File: src/rtl/sps_pkg.sv
package sps_pkg;
  localparam int STAT_W = 16;
  localparam int ERR_N  = 4;
  localparam int B_OVR  = 0;
  localparam int B_PAR  = 1;
  localparam int B_FRM  = 2;
  localparam int B_BRK  = 3;
  localparam int B_RDY  = 4;
  localparam int B_HOLD = 5;
  localparam int B_IDLE = 6;
  localparam int USED_W = 7;

  // sticky bit: a set event wins over a clear in the same cycle
  function automatic logic sticky_next(input logic cur, input logic set, input logic clr);
    return set | (cur & ~clr);
  endfunction

  // parity is checked only in the odd-numbered modes
  function automatic logic parity_checked(input logic [1:0] mode);
    return mode[0];
  endfunction

  function automatic logic [STAT_W-1:0] pack_status(
    input logic idle, input logic hold, input logic rdy, input logic [ERR_N-1:0] err);
    logic [STAT_W-1:0] w;
    w = '0;
    w[B_IDLE] = idle;
    w[B_HOLD] = hold;
    w[B_RDY]  = rdy;
    w[ERR_N-1:0] = err;
    return w;
  endfunction
endpackage

File: src/rtl/sps_tx_flags.sv
module sps_tx_flags (
  input  logic clk,
  input  logic rst_n,
  input  logic hold_empty,
  input  logic shift_empty,
  output logic hold_flag,
  output logic idle_flag
);
  always_ff @(posedge clk or negedge rst_n) begin
    if (!rst_n) begin
      hold_flag <= 1'b0;
      idle_flag <= 1'b0;
    end else begin
      hold_flag <= hold_empty;
      idle_flag <= hold_empty & shift_empty;
    end
  end
endmodule

File: src/rtl/sps_rx_flags.sv
module sps_rx_flags
  import sps_pkg::*;
#(
  parameter int MODE_W = 2,
  parameter int STAT_W_P = 16
) (
  input  logic              clk,
  input  logic              rst_n,
  input  logic              char_stb,
  input  logic              stop_smp,
  input  logic              par_ok,
  input  logic              brk_stb,
  input  logic [MODE_W-1:0] mode,
  input  logic              wr,
  input  logic [STAT_W_P-1:0] wdata,
  input  logic              rd,
  output logic              rdy_flag,
  output logic [ERR_N-1:0]  err_flags,
  output logic              rdy_clr,
  output logic [ERR_N-1:0]  err_set,
  output logic [ERR_N-1:0]  err_clr
);
  logic par_mode;

  assign par_mode = parity_checked(mode[1:0]);
  assign rdy_clr  = rd | (wr & ~wdata[B_RDY]);
  assign err_clr  = {ERR_N{wr}} & ~wdata[ERR_N-1:0];

  always_comb begin
    err_set        = '0;
    err_set[B_OVR] = char_stb & rdy_flag & ~rdy_clr;
    err_set[B_PAR] = char_stb & par_mode & ~par_ok;
    err_set[B_FRM] = char_stb & ~stop_smp;
    err_set[B_BRK] = brk_stb;
  end

  always_ff @(posedge clk or negedge rst_n) begin
    if (!rst_n) rdy_flag <= 1'b0;
    else        rdy_flag <= sticky_next(rdy_flag, char_stb, rdy_clr);
  end

  for (genvar i = 0; i < ERR_N; i++) begin : g_err
    always_ff @(posedge clk or negedge rst_n) begin
      if (!rst_n) err_flags[i] <= 1'b0;
      else        err_flags[i] <= sticky_next(err_flags[i], err_set[i], err_clr[i]);
    end
  end
endmodule

File: src/rtl/sps_irq_ctrl.sv
module sps_irq_ctrl (
  input  logic hold_flag,
  input  logic rdy_flag,
  input  logic brk_flag,
  input  logic tx_en,
  input  logic rx_en,
  output logic tx_req,
  output logic rx_req,
  output logic brk_req,
  output logic irq
);
  assign tx_req  = tx_en & hold_flag;
  assign rx_req  = rx_en & rdy_flag;
  assign brk_req = brk_flag;
  assign irq     = tx_req | rx_req | brk_req;
endmodule

File: src/rtl/sport_status_irq.sv
module sport_status_irq
  import sps_pkg::*;
#(
  parameter int MODE_W = 2,
  parameter int WORD_W = 16
) (
  input  logic              clk,
  input  logic              rst_n,
  input  logic              rx_char_stb,
  input  logic              rx_stop_smp,
  input  logic              rx_par_ok,
  input  logic              rx_brk_stb,
  input  logic [MODE_W-1:0] port_mode,
  input  logic              tx_hold_empty,
  input  logic              tx_shift_empty,
  input  logic              stat_wr,
  input  logic [WORD_W-1:0] stat_wdata,
  input  logic              rxdata_rd,
  input  logic              irq_tx_en,
  input  logic              irq_rx_en,
  output logic [WORD_W-1:0] stat_word,
  output logic              serial_irq
);
  logic             hold_flag, idle_flag, rdy_flag;
  logic [ERR_N-1:0] err_flags, err_set, err_clr;
  logic             rdy_clr;
  logic             tx_req, rx_req, brk_req;

  sps_tx_flags u_tx (
    .clk(clk), .rst_n(rst_n),
    .hold_empty(tx_hold_empty), .shift_empty(tx_shift_empty),
    .hold_flag(hold_flag), .idle_flag(idle_flag)
  );

  sps_rx_flags #(.MODE_W(MODE_W), .STAT_W_P(WORD_W)) u_rx (
    .clk(clk), .rst_n(rst_n),
    .char_stb(rx_char_stb), .stop_smp(rx_stop_smp), .par_ok(rx_par_ok),
    .brk_stb(rx_brk_stb), .mode(port_mode),
    .wr(stat_wr), .wdata(stat_wdata), .rd(rxdata_rd),
    .rdy_flag(rdy_flag), .err_flags(err_flags),
    .rdy_clr(rdy_clr), .err_set(err_set), .err_clr(err_clr)
  );

  sps_irq_ctrl u_irq (
    .hold_flag(hold_flag), .rdy_flag(rdy_flag), .brk_flag(err_flags[B_BRK]),
    .tx_en(irq_tx_en), .rx_en(irq_rx_en),
    .tx_req(tx_req), .rx_req(rx_req), .brk_req(brk_req), .irq(serial_irq)
  );

  logic [STAT_W-1:0] packed_w;
  assign packed_w  = pack_status(idle_flag, hold_flag, rdy_flag, err_flags);
  assign stat_word = packed_w[WORD_W-1:0];
endmodule

File: config.mk
export PLATFORM = sky130hd
export DESIGN_NAME = sport_status_irq
export DESIGN_NICKNAME = d
export VERILOG_FILES = /design/src/rtl/sps_pkg.sv /design/src/rtl/sps_tx_flags.sv /design/src/rtl/sps_rx_flags.sv /design/src/rtl/sps_irq_ctrl.sv /design/src/rtl/sport_status_irq.sv
export SDC_FILE = /design/constraint.sdc
export NUM_CORES = 1
export LEC_CHECK = 0
export CAP_MARGIN = 20
export CORE_MARGIN = 3
export CORE_UTILIZATION = 24
export CTS_BUF_LIST = sky130_fd_sc_hd__clkbuf_16
export CTS_CLUSTER_SIZE = 20
export DETAILED_ROUTE_END_ITERATION = 16
export GPL_ROUTABILITY_DRIVEN = 0
export PLACE_DENSITY = 0.73
export SLEW_MARGIN = 20
export SYNTH_ARGS = -nofsm -noshare
export SYNTH_HDL_FRONTEND = slang
export SYNTH_SLANG_ARGS = --single-unit
File: constraint.sdc
create_clock -name clk -period 2.2 [get_ports clk]
set_clock_uncertainty 0.05 [all_clocks]
set_input_delay 0.22 -clock clk [delete_from_list [all_inputs] [get_ports clk]]
set_output_delay 0.22 -clock clk [all_outputs]
set_load 0.01 [all_outputs]
# Word level (Yosys, flattened, before mapping)
# Index checks and enable logic that the tools add are counted.
totals:
  input_bits: 30
  out_inout_bits: 17
  ff_bits: 7
  word_cells: 39
classes:
  bitwise: 32
op_table:
  columns: ["cell", "n"]
  rows:
  - ["AND 1 bit", 14]
  - ["NOT 1 bit", 8]
  - ["OR 1 bit", 8]
  - ["AND 4 bit", 1]
  - ["NOT 4 bit", 1]

# Logic depth before layout (Yosys ltp)
logic_depth:
  word_depth: 6
  depth_mapped: 2
  ltp_nobuf: 2

# Modules after synthesis
# From an unflattened synthesis, not the netlist that was laid out.
hier_totals:
  cells_unflattened: 47
  hier_area_um2: 451.7
modules_own_cells:
  columns: ["mod", "area_each_um2", "instances", "cells_per_inst"]
  rows:
  - ["sps_rx_flags", 270.3, 1, 27]
  - ["sport_status_irq", 93.8, 1, 13]
  - ["sps_tx_flags", 56.3, 1, 3]
  - ["sps_irq_ctrl", 31.3, 1, 4]

# Worst setup path before layout
# Ideal clock, no wire load.
synth_path:
  path_type: "register to output"
  from: "reg u_rx.rdy_flag"
  to: "out serial_irq"
  path_slack_ps: 1176
  stages_incl_launch_ff: 2
  arrival_ps: 754
  path_cell_list: "dfrtp_1 -> a221o_1"
synth_between:
  elab_chain_len: 3
synth_lines:
  columns: ["item", "line_no", "source"]
  rows:
  - ["start, declared", "sps_rx_flags.sv:17", "output logic rdy_flag,"]
  - ["start signal, assigned", "sps_rx_flags.sv:39", "else rdy_flag <= sticky_next(rdy_flag, char_stb, rdy_clr);"]
  - ["AND 1 bit", "sps_irq_ctrl.sv:13", "assign rx_req = rx_en & rdy_flag;"]
  - ["OR 1 bit (2 in a row)", "sps_irq_ctrl.sv:15", "assign irq = tx_req | rx_req | brk_req;"]
  - ["end, declared", "sport_status_irq.sv:22", "output logic serial_irq"]
# Every way passes these cells.

# Worst setup path after layout
layout_path:
  from: "in irq_rx_en"
  to: "out serial_irq"
layout_between:
  elab_chain_len: 3
layout_lines:
  columns: ["item", "line_no", "source"]
  rows:
  - ["start, declared", "sport_status_irq.sv:20", "input logic irq_rx_en,"]
  - ["AND 1 bit", "sps_irq_ctrl.sv:13", null]
  - ["OR 1 bit (2 in a row)", "sps_irq_ctrl.sv:15", null]
# Every way passes these cells.

==> out/metrics.cfg <==
[pwr]
power_frac_comb_pct = 17.3
p_leak_uw = 0.000305
ir_drop_v = 0.000320
clkPwrFrac_pct = 55.3
power_frac_seq_pct = 27.4
intPower_uw = 436
switching_share_pct = 19.3
switching_power_uw = 104
p_per_area_nw_per_um2 = 790

[floorplanning]
io_pins = 47
dieHeight_um = 47.0
coreArea_um2 = 1540
start_util_pct = 26.1
dieArea_um2 = 2210
num_rows = 14
die_x_um = 47.0

[clock_network]
cts_buffer_depth = 2
post-cts-setup-buffers = 0
cts_tree = done
cts_resized = 0
cts-root-buf = clkbuf_16
numCtsBuffers = 3
clkLatencyLatePin_ns = 0.23
htreeDepth = 1
hold_buffers = 0
cts.sink_count = 7
clk_pin_slew_worst_paths_ns = 0.04

[grt]
grt_pass1_wl_um = 1280
grt_start_max_net_pins = 8
antenna_found_initial = 0
grt_pass1_vias = 321
overflow = 0
grt_use_total_pct = 9.30

[critical_path]
timing.reg2reg.setup_slack_ns = 1.34
rr_worst_depth = 2
critPathKind = in -> out
reg2reg_to = u_rx.err_flags[0]
crit_required_ns = 1.93
timing.rr.start = u_rx.rdy_flag
path_max_fanout = 1
cp_data_arrival_time_ns = 1.42
critPathLaunchType = input pin
endpoint_kind = output port

[placed_design]
io_buffers = 25
dp_cells = 73
dp_hpwl_um = 753

[detailed_routing]
routed_wirelength_um = 877
route.vias.total = 307
ant_nets = 0
routed_via_density = 3.99
first_iter_violations = 2
route.detailed.wl_per_inst_um = 11.4
drcViolationCount = 0
dr.pass1.iters = 2

[timing]
setup-tns-final_ns = 0
finalSetupViolCount = 0
hold_violations = 0
period_minus_slack_ns = 1.69
slew_violations = 0
rsz0062_at_grt = no
max_freq_ghz = 0.590
whs_ns = 0.197
timing.final.crit_share_pct = 77.0

[logic_synthesis]
ys.warnings.count = 0
netlist_area_um2 = 403
syn_avg_cell_area_um2 = 10.9
syn_inst = 37
ys_types = 15
seq_area_frac_synth_pct = 43.5
synth_seq_cells = 7

[flow_run]
drv_cap = 0

[finish]
drive_above_1_share_pct = 9.84
syn_to_final_growth_pct = 69.9
final_util_pct = 44.4
layoutNonFillerInstCount = 77
multi_input_area_um2 = 153
antenna_cells = 0
regArea_um2 = 175
fillCellCount = 148
final_nets = 92

[min_path]
hp-class = in -> async

[run_status]
run_status = complete, no violations

## cell usage after synthesis
library cell | count | area, µm²
a21o_1 | 1 | 7.51
a221o_1 | 1 | 10.0
and2_1 | 1 | 6.26
buf_4 | 13 | 97.6
conb_1 | 1 | 3.75
dfrtp_1 | 7 | 175
inv_1 | 2 | 7.51
nand2_1 | 1 | 3.75
nand2b_1 | 3 | 18.8
nand2b_4 | 1 | 13.8
nor2b_1 | 1 | 6.26
nor2b_4 | 1 | 13.8
o21ai_1 | 1 | 5.00
o2bb2ai_1 | 2 | 17.5
o32ai_2 | 1 | 16.3
## final cells by class
| cell class | count | area share (%) |
|---|---|---|
| sequential | 7 | 25.6 |
| clock buffer | 3 | 11.0 |
| timing repair buffer | 25 | 36.6 |
| multi-input combinational | 23 | 22.3 |
| tap | 16 | 2.93 |
| inverter | 2 | 1.10 |
| clock inverter | 1 | 0.548 |
## worst max-delay path, stage by stage
cell and delay (ns):
clkdlybuf4s50_1 0.40, a221o_1 0.33, clkdlybuf4s50_1 0.47
## flip-flops by register name, indices dropped and copies added, names as in the netlist
register        cells
u_rx.err_flags      4
u_rx.rdy_flag       1
u_tx.hold_flag      1
u_tx.idle_flag      1
## cells in the final DEF, fill, tap and decap left out
| master | instances |
|---|---|
| nor2b_4 | 1 |
| inv_1 | 3 |
| o2bb2ai_1 | 2 |
| a221o_1 | 1 |
| clkdlybuf4s50_1 | 25 |
| nor2b_1 | 1 |
| nand2_1 | 1 |
| nand2b_4 | 1 |
| a21o_1 | 1 |
| clkbuf_16 | 3 |
| and2_1 | 1 |
| o21ai_1 | 1 |
| conb_1 | 9 |
| o32ai_2 | 1 |
| dfrtp_1 | 7 |
| nand2b_1 | 3 |
## power by group through the flow
stage                     registers, µW  clock network (µW)  logic [µW]
after global routing                149                 311         102
after global placement              150                   0        92.5
final                               148                 299        93.5
after CTS                           149                 302        94.4
after floorplan                     152                   0        46.7
after detailed placement            150                   0        94.3
## how the worst max path moves through the flow
| stage | slack [ns] | startpoint | endpoint |
|---|---|---|---|
| finish | 0.51 | irq_rx_en | serial_irq |
| global route | 0.47 | irq_rx_en | serial_irq |
| CTS | 0.50 | u_rx.rdy_flag | serial_irq |
| detailed placement | 0.50 | irq_rx_en | serial_irq |
| global placement | 0.50 | irq_rx_en | serial_irq |
| floorplan | 1.18 | u_rx.rdy_flag | serial_irq |
## cells by family (layout without fill, tap and decap cells)
logic type,count (synthesis),after routing,share of synthesized area [%]
AOI/OAI and AO/OA,6,6,14.0
buffers and inverters,15,31,26.1
DFF,7,7,43.5
other,1,9,0.931
and+or+nand+nor,8,8,15.5
## routing by layer
metal  vias to the layer above  GRT usage [%]  wire length (µm)  share of wire, %
met5                         -              0                 0                 0
met4                         0           6.63                11               1.3
met3                         2           6.90               123                14
met2                        17           14.1               447                51
met1                       141           8.64               294                34
li1                        147              -                 -                 -
## metrics by stage
stage	power, µW	setup slack [ns]	instance area [µm²]
after global routing	562	0.469	684
after detailed placement	244	0.497	606
final	541	0.506	684
after CTS	545	0.501	684
after global placement	242	0.503	606
after floorplan	199	1.18	433
Power figures use the tool's default switching activity.
